### src/rtl/cap_timer_pkg.sv
package cap_timer_pkg;
  localparam int unsigned BUS_W  = 8;
  localparam int unsigned ADDR_W = 4;

  localparam logic [ADDR_W-1:0] A_CTRL = 4'h0;
  localparam logic [ADDR_W-1:0] A_STAT = 4'h1;
  localparam logic [ADDR_W-1:0] A_PSC  = 4'h2;
  localparam logic [ADDR_W-1:0] A_CNT  = 4'h4;

  typedef struct packed {
    logic unf_ie;
    logic cap_ie;
    logic edge_fall;
    logic run;
  } ctrl_t;
endpackage

### src/rtl/cap_edge_sync.sv
module cap_edge_sync #(
  parameter int unsigned STAGES = 2
) (
  input  logic clk_i,
  input  logic rst_ni,
  input  logic pin_i,
  input  logic fall_sel_i,
  output logic evt_o
);
  // sh_q[STAGES-1] is the synchronized level, sh_q[STAGES] its previous value
  logic [STAGES:0] sh_q;

  always_ff @(posedge clk_i or negedge rst_ni) begin
    if (!rst_ni) sh_q <= '0;
    else         sh_q <= {sh_q[STAGES-1:0], pin_i};
  end

  logic lvl, prev;
  assign lvl  = sh_q[STAGES-1];
  assign prev = sh_q[STAGES];
  assign evt_o = fall_sel_i ? (prev & ~lvl) : (lvl & ~prev);
endmodule

### src/rtl/cap_prescaler.sv
module cap_prescaler #(
  parameter int unsigned W = 8
) (
  input  logic         clk_i,
  input  logic         rst_ni,
  input  logic         run_i,
  input  logic         reload_i,
  input  logic [W-1:0] div_i,
  output logic         tick_o
);
  logic [W-1:0] cnt_q;

  assign tick_o = run_i && (cnt_q == '0);

  always_ff @(posedge clk_i or negedge rst_ni) begin
    if (!rst_ni)           cnt_q <= '0;
    else if (reload_i)     cnt_q <= div_i;
    else if (run_i) begin
      if (cnt_q == '0)     cnt_q <= div_i;
      else                 cnt_q <= cnt_q - W'(1);
    end
  end
endmodule

### src/rtl/cap_down_counter.sv
module cap_down_counter #(
  parameter int unsigned W     = 16,
  parameter int unsigned LANES = W / 8
) (
  input  logic             clk_i,
  input  logic             rst_ni,
  input  logic             dec_i,
  input  logic [LANES-1:0] wr_lane_i,
  input  logic [7:0]       wr_byte_i,
  output logic [W-1:0]     cnt_o,
  output logic             unf_o
);
  logic [W-1:0] cnt_q, cnt_d;

  assign unf_o = dec_i && (cnt_q == '0);
  assign cnt_o = cnt_q;

  always_comb begin
    cnt_d = cnt_q;
    if (dec_i) cnt_d = cnt_q - W'(1);
    for (int l = 0; l < int'(LANES); l++) begin
      if (wr_lane_i[l]) cnt_d[l*8 +: 8] = wr_byte_i;
    end
  end

  always_ff @(posedge clk_i or negedge rst_ni) begin
    if (!rst_ni) cnt_q <= '0;
    else         cnt_q <= cnt_d;
  end
endmodule

### src/rtl/cap_timer.sv
module cap_timer
  import cap_timer_pkg::*;
#(
  parameter int unsigned CNT_W       = 16,
  parameter int unsigned PSC_W       = 8,
  parameter int unsigned SYNC_STAGES = 2
) (
  input  logic              clk_i,
  input  logic              rst_ni,
  input  logic [ADDR_W-1:0] addr_i,
  input  logic              wr_en_i,
  input  logic [BUS_W-1:0]  wr_data_i,
  output logic [BUS_W-1:0]  rd_data_o,
  input  logic              cap_pin_i,
  output logic              irq_o
);
  localparam int unsigned LANES = CNT_W / 8;
  localparam logic [ADDR_W-1:0] A_CAP = ADDR_W'(int'(A_CNT) + int'(LANES));

  ctrl_t              ctrl_q;
  logic [PSC_W-1:0]   psc_q;
  logic [CNT_W-1:0]   cnt_q;
  logic [CNT_W-1:0]   cap_q;
  logic               cap_pend_q, unf_pend_q;
  logic               psc_tick, cap_evt, unf_evt;
  logic [LANES-1:0]   cnt_lane_wr;
  logic               wr_ctrl, wr_stat, wr_psc;

  assign wr_ctrl = wr_en_i && (addr_i == A_CTRL);
  assign wr_stat = wr_en_i && (addr_i == A_STAT);
  assign wr_psc  = wr_en_i && (addr_i == A_PSC);

  for (genvar l = 0; l < int'(LANES); l++) begin : g_lane
    assign cnt_lane_wr[l] = wr_en_i && (addr_i == ADDR_W'(int'(A_CNT) + l));
  end

  cap_prescaler #(.W(PSC_W)) i_psc (
    .clk_i    (clk_i),
    .rst_ni   (rst_ni),
    .run_i    (ctrl_q.run),
    .reload_i (wr_psc),
    .div_i    (wr_psc ? wr_data_i[PSC_W-1:0] : psc_q),
    .tick_o   (psc_tick)
  );

  cap_down_counter #(.W(CNT_W), .LANES(LANES)) i_cnt (
    .clk_i     (clk_i),
    .rst_ni    (rst_ni),
    .dec_i     (psc_tick),
    .wr_lane_i (cnt_lane_wr),
    .wr_byte_i (wr_data_i),
    .cnt_o     (cnt_q),
    .unf_o     (unf_evt)
  );

  cap_edge_sync #(.STAGES(SYNC_STAGES)) i_sync (
    .clk_i      (clk_i),
    .rst_ni     (rst_ni),
    .pin_i      (cap_pin_i),
    .fall_sel_i (ctrl_q.edge_fall),
    .evt_o      (cap_evt)
  );

  always_ff @(posedge clk_i or negedge rst_ni) begin
    if (!rst_ni) begin
      ctrl_q     <= '0;
      psc_q      <= '0;
      cap_q      <= '0;
      cap_pend_q <= 1'b0;
      unf_pend_q <= 1'b0;
    end else begin
      if (wr_ctrl) ctrl_q <= ctrl_t'(wr_data_i[3:0]);
      if (wr_psc)  psc_q  <= wr_data_i[PSC_W-1:0];
      if (cap_evt) cap_q  <= cnt_q;
      // set wins over write-one-to-clear
      cap_pend_q <= cap_evt | (cap_pend_q & ~(wr_stat & wr_data_i[0]));
      unf_pend_q <= unf_evt | (unf_pend_q & ~(wr_stat & wr_data_i[1]));
    end
  end

  assign irq_o = (cap_pend_q & ctrl_q.cap_ie) | (unf_pend_q & ctrl_q.unf_ie);

  always_comb begin
    rd_data_o = '0;
    if (addr_i == A_CTRL) rd_data_o = BUS_W'(ctrl_q);
    if (addr_i == A_STAT) rd_data_o = BUS_W'({unf_pend_q, cap_pend_q});
    if (addr_i == A_PSC)  rd_data_o = BUS_W'(psc_q);
    for (int l = 0; l < int'(LANES); l++) begin
      if (addr_i == ADDR_W'(int'(A_CNT) + l)) rd_data_o = cnt_q[l*8 +: 8];
      if (addr_i == ADDR_W'(int'(A_CAP) + l)) rd_data_o = cap_q[l*8 +: 8];
    end
  end
endmodule

### config.mk
export PLATFORM = sky130hd
export DESIGN_NAME = cap_timer
export DESIGN_NICKNAME = d
export VERILOG_FILES = /design/src/rtl/cap_timer_pkg.sv /design/src/rtl/cap_edge_sync.sv /design/src/rtl/cap_prescaler.sv /design/src/rtl/cap_down_counter.sv /design/src/rtl/cap_timer.sv
export SDC_FILE = /design/constraint.sdc
export NUM_CORES = 1
export LEC_CHECK = 0
export ABC_AREA = 0
export BUFFER_PORTS_ARGS = -buffer_cell sky130_fd_sc_hd__buf_2
export CELL_PAD_IN_SITES_DETAIL_PLACEMENT = 2
export CELL_PAD_IN_SITES_GLOBAL_PLACEMENT = 2
export CORE_AREA = 8 8 72 136
export CTS_CLUSTER_DIAMETER = 200
export DETAILED_ROUTE_END_ITERATION = 10
export DIE_AREA = 0 0 80 144
export GPL_TIMING_DRIVEN = 0
export PLACE_DENSITY_LB_ADDON = 0.1
export SLEW_MARGIN = 20
export SYNTH_ARGS = -nofsm -noshare
export SYNTH_HDL_FRONTEND = slang
export SYNTH_HIERARCHICAL = 1
export SYNTH_SLANG_ARGS = --single-unit
### constraint.sdc
create_clock -name clk_i -period 3.7 [get_ports clk_i]
set_input_delay 0.74 -clock clk_i [delete_from_list [all_inputs] [get_ports clk_i]]
set_output_delay 0.74 -clock clk_i [all_outputs]
set_load 0.01 [all_outputs]
==> results of run 1 <==
[report_power, final]
part / total, mW / switching, mW / leakage, nW / internal, mW
clock: 0.744 / 0.263 / 0.129 / 0.481
combinational: 0.763 / 0.380 / 0.764 / 0.383
sequential: 1.15 / 0.308 / 0.687 / 0.845
[sequential cells by signal, summed over array words and instances (netlist names)]
name	flops
psc_q	8
unf_pend_q	1
i_cnt/cnt_o	16
cap_pend_q	1
cap_q	16
i_sync/sh_q	3
i_psc/cnt_q	8
ctrl_q	4
[area by class of cell]
cell class                      instances  area [sq um]  area share (%)
Buffer                                 16          80.1            2.13
Clock buffer                           14           264            7.02
Inverter                               12          45.0            1.20
Multi-Input combinational cell        227          1700            45.2
Sequential cell                        57          1430            37.9
Tap cell                               98           123            3.26
Timing Repair Buffer                   24           123            3.26
[how the worst max path moves through the flow]
stage                         startpoint        endpoint  slack (ns)  cells after the start
after global routing      i_psc/cnt_q[0]      unf_pend_q        0.75                      9
after CTS                      addr_i[1]    rd_data_o[3]        0.96                      7
after global placement         addr_i[0]    rd_data_o[4]        1.02                      7
final                          addr_i[1]    rd_data_o[3]        0.97                      7
after detailed placement       addr_i[0]  i_psc/cnt_q[4]        0.96                      8
after floorplan                addr_i[1]    rd_data_o[2]        1.36                      5
[per-layer routing]
layer  routed length [um]  vias up
li1                     -     1240
met1                 4300     1399
met2                 5600       40
met3                  246       21
met4                  360        0
met5                    0        -
[metrics by stage]
stage / setup WS, ns / cells / power [mW] / cell area (sq um) / util, %
global placement: 1.02 / 434 / 1.85 / 3490 / 43.1
CTS: 0.956 / 448 / 2.69 / 3760 / 46.3
detailed placement: 0.961 / 434 / 1.92 / 3500 / 43.1
global route: 0.751 / 448 / 2.81 / 3760 / 46.3
floorplan: 1.36 / 312 / 1.61 / 3250 / -
finish: 0.970 / 448 / 2.66 / 3760 / 46.3
[critical path, delay by kind of cell]
kind / cells / cell delay [ns]
buf+inv: 4 / 0.71
compound gates: 3 / 0.53
[layout by cell type (no fill, tap or decap), types with 3 or more instances in the layout]
master | Yosys | layout
nand3_1 | 4 | 4
a21oi_1 | 8 | 8
nor4_1 | 5 | 5
xnor2_1 | 3 | 3
inv_1 | 12 | 12
o22ai_1 | 4 | 4
nor3_1 | 7 | 7
a31oi_1 | 4 | 4
clkbuf_1 | 5 | 8
o21a_1 | 4 | 4
nand4_1 | 4 | 4
mux2_2 | 29 | 29
buf_2 | 10 | 33
ha_1 | 3 | 3
nand2_1 | 25 | 25
nand2b_1 | 4 | 4
and3_1 | 3 | 3
o221ai_1 | 4 | 4
mux2i_1 | 4 | 4
nand4b_1 | 3 | 3
nor2b_1 | 8 | 8
nor2_1 | 15 | 15
a221o_1 | 8 | 8
a21o_1 | 4 | 4
o21ai_0 | 20 | 20
dfrtp_1 | 57 | 57
xor2_1 | 8 | 8
clkbuf_16 | 0 | 9
[cell families (layout without fill, tap and decap cells)]
| group | Yosys count | in the layout |
|---|---|---|
| AO/OA/AOI/OAI | 82 | 82 |
| multiplexers | 33 | 33 |
| adder cells (fa/ha/maj) | 3 | 3 |
| flip-flops | 57 | 57 |
| XOR/XNOR | 11 | 11 |
| buffers and inverters | 28 | 66 |
| AND/OR/NAND/NOR | 98 | 98 |
==> flow_summary.json, run 1 <==
{
  "clk_latency_ns": 0.33,
  "postCtsHoldBufs": 0,
  "yosys-top-cells-count": "57 x dfrtp_1, 29 x mux2_2, 25 x nand2_1",
  "drive_gt1_share_pct": 25.4,
  "tightest_slew_ns": 0.749,
  "reg2reg_depth": 9,
  "async_reset_ff_share_pct": 100,
  "die-height_um": 144,
  "grt_overflow": 0,
  "grt.total_usage_pct": 19.7,
  "wl_per_cell_um": 23.5,
  "antenna_found_initial": 0,
  "post-route-period-util_pct": 73.8,
  "netlist.area_leader.share_pct": 43.9,
  "diodes": 0,
  "hp-class": "reg2reg",
  "whs_ns": 0.352,
  "grt_pass1_wl_um": 16900,
  "synthMuxAreaShare_pct": 11.3,
  "grtUsageMet1_pct": 22.1,
  "dieArea_sq_um": 11500,
  "min_path_cells": 0,
  "yosysUniqueCellTypes": 60,
  "cts_buffer_depth": 2,
  "first_iter_violations": 141,
  "routed_wl_um": 10500,
  "num_vias": 2700,
  "required_ns": 2.96,
  "final-setup-viol-count": 0,
  "die_x_um": 80,
  "crit_slowest_cell": "a32oi_1",
  "status": "completed",
  "root_buffer": "clkbuf_16",
  "synthFlopType": "dfrtp_1",
  "hold_end": "i_sync/sh_q[1]",
  "startpoint_type": "input port",
  "r2r_slack_ns": 1.02,
  "ant_nets": 0,
  "core-area_sq_um": 8120,
  "cts_tree": "done",
  "fin_skew_ns": 0.00585,
  "timing.fmax_ghz": 0.366,
  "crit_path_end_kind": "output pin",
  "fill_cells": 862,
  "synthXorXnorAreaFrac_pct": 2.96,
  "gp_congestion": 0.879,
  "cts_resized": 0,
  "initial_utilization_pct": 40.1,
  "ys_warn_count": 6,
  "synth-edff-count": 0,
  "crit_top_cell": "buf_2",
  "path_cells": "buf_2, buf_2, buf_2, o21ai_0, a32oi_1, o21ai_0, buf_2",
  "maxSlewHeadroom_pct": 50.1,
  "maxCapViolations": 0,
  "synth-simple-area-share_pct": 18.2,
  "dp_hpwl_um": 7800,
  "rsz0062_at_grt": "no",
  "timing.rr.start": "i_psc/cnt_q[0]",
  "synthCells": 312,
  "power_leakage_nw": 1.58,
  "r2r-end": "unf_pend_q",
  "cts_setup_buffers": 0,
  "yosys_register_bits": 57,
  "synth_area_leader_cell": "dfrtp_1",
  "grt_max_degree": 58,
  "worstHoldStart": "i_sync/sh_q[0]",
  "min_period_ns": 2.73,
  "drv_slew": 0,
  "synth_seq_area_share_pct": 43.9,
  "globalRouteMet3Util_pct": 3.42,
  "critPathKind": "in2out",
  "cts.sinks": 57,
  "area_growth_syn_to_layout_pct": 15.7,
  "max_stage_delay_ns": 0.26,
  "crit_path_max_fanout": 10,
  "grt_pass1_vias": 3064,
  "synth_top_family_by_area": "compound AO/OA/AOI/OAI gates",
  "yosysMostFrequentCell": "dfrtp_1",
  "dr.pass1.iters": 4,
  "via_per_inst": 6.03,
  "global_route.peak_usage_layer": "met2",
  "synth_compound_area_share_pct": 18.7,
  "fin_nets": 366,
  "io_pins": 25,
  "synth_fa_ha_area_share_pct": 1.15,
  "netlist_area_sq_um": 3250,
  "hold_viol_final": 0,
  "rows": 47,
  "cts_made_buffers": 9,
  "syn_nets": 331,
  "clk_pin_slew_worst_paths_ns": 0.04,
  "power_density_nw_per_um2": 707,
  "route.detailed.drc": 0,
  "ir_drop_mv": 0.327,
  "setup_tns_ns": 0,
  "grt_use_met2_pct": 34.2,
  "synth.area.top_cells": "dfrtp_1 44%, mux2_2 10%, o21ai_0 3.1%",
  "htree_num_levels": 3,
  "synth.avg_cell_area_sq_um": 10.4,
  "cp.arrival_ns": 1.99,
  "numPortBuffers": 24
}
No activity file was read; power rests on OpenSTA's default activity.
==> run 2: changes to the inputs <==
--- a/config.mk
+++ b/config.mk
@@ -9,10 +9,10 @@
 export BUFFER_PORTS_ARGS = -buffer_cell sky130_fd_sc_hd__buf_2
 export CELL_PAD_IN_SITES_DETAIL_PLACEMENT = 2
 export CELL_PAD_IN_SITES_GLOBAL_PLACEMENT = 2
-export CORE_AREA = 8 8 72 136
+export CORE_AREA = 8 8 74 141
 export CTS_CLUSTER_DIAMETER = 200
 export DETAILED_ROUTE_END_ITERATION = 10
-export DIE_AREA = 0 0 80 144
+export DIE_AREA = 0 0 82 149
 export GPL_TIMING_DRIVEN = 0
 export PLACE_DENSITY_LB_ADDON = 0.1
 export SLEW_MARGIN = 20
==> constraint.sdc (replaced) <==
create_clock -name clk_i -period 2.8 [get_ports clk_i]
set_input_delay 0.56 -clock clk_i [delete_from_list [all_inputs] [get_ports clk_i]]
set_output_delay 0.56 -clock clk_i [all_outputs]
set_load 0.01 [all_outputs]
==> flow_summary.json, run 2 (synthesized netlist as in run 1, its figures left out) <==
{
  "seqCellArea_sq_um": 1430,
  "route.detailed.drc": 0,
  "maxSlewHeadroom_pct": 49.0,
  "final-setup-viol-count": 0,
  "grt_pass1_wl_um": 17000,
  "globalRouteMet3Util_pct": 3.14,
  "first_iter_violations": 88,
  "grt_use_met2_pct": 34.9,
  "critPathKind": "reg2reg",
  "final_cell_mix": "57 x dfrtp_1, 33 x buf_2, 29 x mux2_2",
  "stdcell_count": 454,
  "timing.rr.start": "i_psc/cnt_q[0]",
  "cts_tree": "done",
  "grt_overflow": 0,
  "fin_nets": 368,
  "rows": 48,
  "drv_slew": 0,
  "place_area_sq_um": 3500,
  "rsz0062_at_grt": "no",
  "cp.arrival_ns": 2.87,
  "io_pins": 25,
  "die-height_um": 149,
  "cts_buffer_depth": 2,
  "dr.pass1.iters": 4,
  "min_period_ns": 2.61,
  "numPortBuffers": 24,
  "htree_num_levels": 3,
  "timing.fmax_ghz": 0.383,
  "tightest_slew_ns": 0.765,
  "required_ns": 3.06,
  "via_per_inst": 5.85,
  "worstSetupStartpoint": "i_psc/cnt_q[0]",
  "dieArea_sq_um": 12200,
  "ir_drop_mv": 0.503,
  "finish.instance_area_sq_um": 3800,
  "routed_wl_um": 10400,
  "dp_hpwl_um": 8050,
  "clk_pin_slew_worst_paths_ns": 0.05,
  "cts.sinks": 57,
  "global_route.peak_usage_layer": "met2",
  "grtUsageMet1_pct": 18.7,
  "diodes": 0,
  "dp.cells": 436,
  "initial_utilization_pct": 38.1,
  "root_buffer": "clkbuf_16",
  "hp-class": "in2async",
  "gp_congestion": 0.791,
  "p_total_mw": 3.55,
  "path_cells": "inv_1, ha_1, nor3b_4, and3_2, nor4b_2, buf_2, nand2_1, nor4_4, a21o_1",
  "hold_viol_final": 0,
  "power_leakage_nw": 1.60,
  "post-route-period-util_pct": 93.2,
  "core-area_sq_um": 8530,
  "final_core_util_pct": 44.6,
  "area_growth_syn_to_layout_pct": 17.0,
  "cts_made_buffers": 9,
  "fin_skew_ns": 0.00313,
  "antenna_found_initial": 0,
  "status": "completed",
  "ant_nets": 0,
  "clk_latency_ns": 0.33,
  "wl_per_cell_um": 22.8,
  "postCtsHoldBufs": 0,
  "grt_max_degree": 58,
  "max_stage_delay_ns": 0.46,
  "grt.total_usage_pct": 18.6,
  "grt_pass1_vias": 3127,
  "startpoint_type": "flop",
  "power_density_nw_per_um2": 932,
  "num_vias": 2657,
  "die_x_um": 82,
  "crit_path_max_fanout": 10,
  "maxCapViolations": 0,
  "drive_gt1_share_pct": 26.8,
  "fill_cells": 923,
  "final_common_cell": "dfrtp_1",
  "crit_path_end_kind": "flop",
  "crit_slowest_cell": "dfrtp_1",
  "multiInputGateArea_sq_um": 1720
}
==> run 2: path summary, 6_finish.rpt <==
| path | to | slack (ns) | cells past startpoint |
|---|---|---|---|
| max | unf_pend_q | 0.19 | 9 |
| max in group asynchronous | i_cnt/cnt_o[6] | 1.98 | 1 |
| min reg2reg | i_sync/sh_q[1] | 0.35 | 0 |
| max reg2reg | unf_pend_q | 0.19 | 9 |
| min in group clk_i | i_sync/sh_q[0] | 0.34 | 1 |
| min | cap_q[9] | 0.30 | 1 |
==> run 2: cell type report <==
class | instances | area share [%]
sequential | 57 | 37.5
clock inverter | 3 | 0.395
clock buffer | 13 | 6.84
tap | 100 | 3.29
inverter | 12 | 1.18
buffer | 16 | 2.10
multi-input combinational | 227 | 45.1
timing repair buffer | 26 | 3.62
==> run 2: layer usage <==
metal | vias up | share of wire (%)
met5 | - | 0
li1 | 1247 | -
met4 | 0 | 2.7
met3 | 16 | 1.9
met1 | 1363 | 37
met2 | 31 | 58
==> run 2: critical path: cells and delay by family (launching register included) <==
family,cells,cell delay [ns]
simple gates,5,1.39
compound gates,1,0.13
fa+ha+maj,1,0.20
flops,1,0.46
buf+inv,2,0.37
==> run 2: stage by stage <==
| step | setup WS (ns) | hold WS (ns) | TNS, ns |
|---|---|---|---|
| 2_1_floorplan | 0.602 | 0.264 | 0 |
| 3_3_place_gp | -0.102 | 0.332 | -0.102 |
| 3_5_place_dp | -0.125 | 0.338 | -0.125 |
| 4_1_cts | 0.0134 | 0.323 | 0 |
| 5_1_grt | 0.0202 | 0.334 | 0 |
| 6_report | 0.191 | 0.305 | 0 |
==> run 2: timing repair <==
item / CTS / global route
buffers inserted: 0 / 2
endpoints found under the setup margin: 1 / 8
resized for setup: 1 / 1
pin swaps: 0 / 0
==> run 2: power by group <==
part	internal [mW]	switching (mW)	total [mW]
combinational	0.529	0.519	1.05
sequential	1.12	0.376	1.49
clock	0.641	0.363	1.00
total	2.29	1.26	3.55
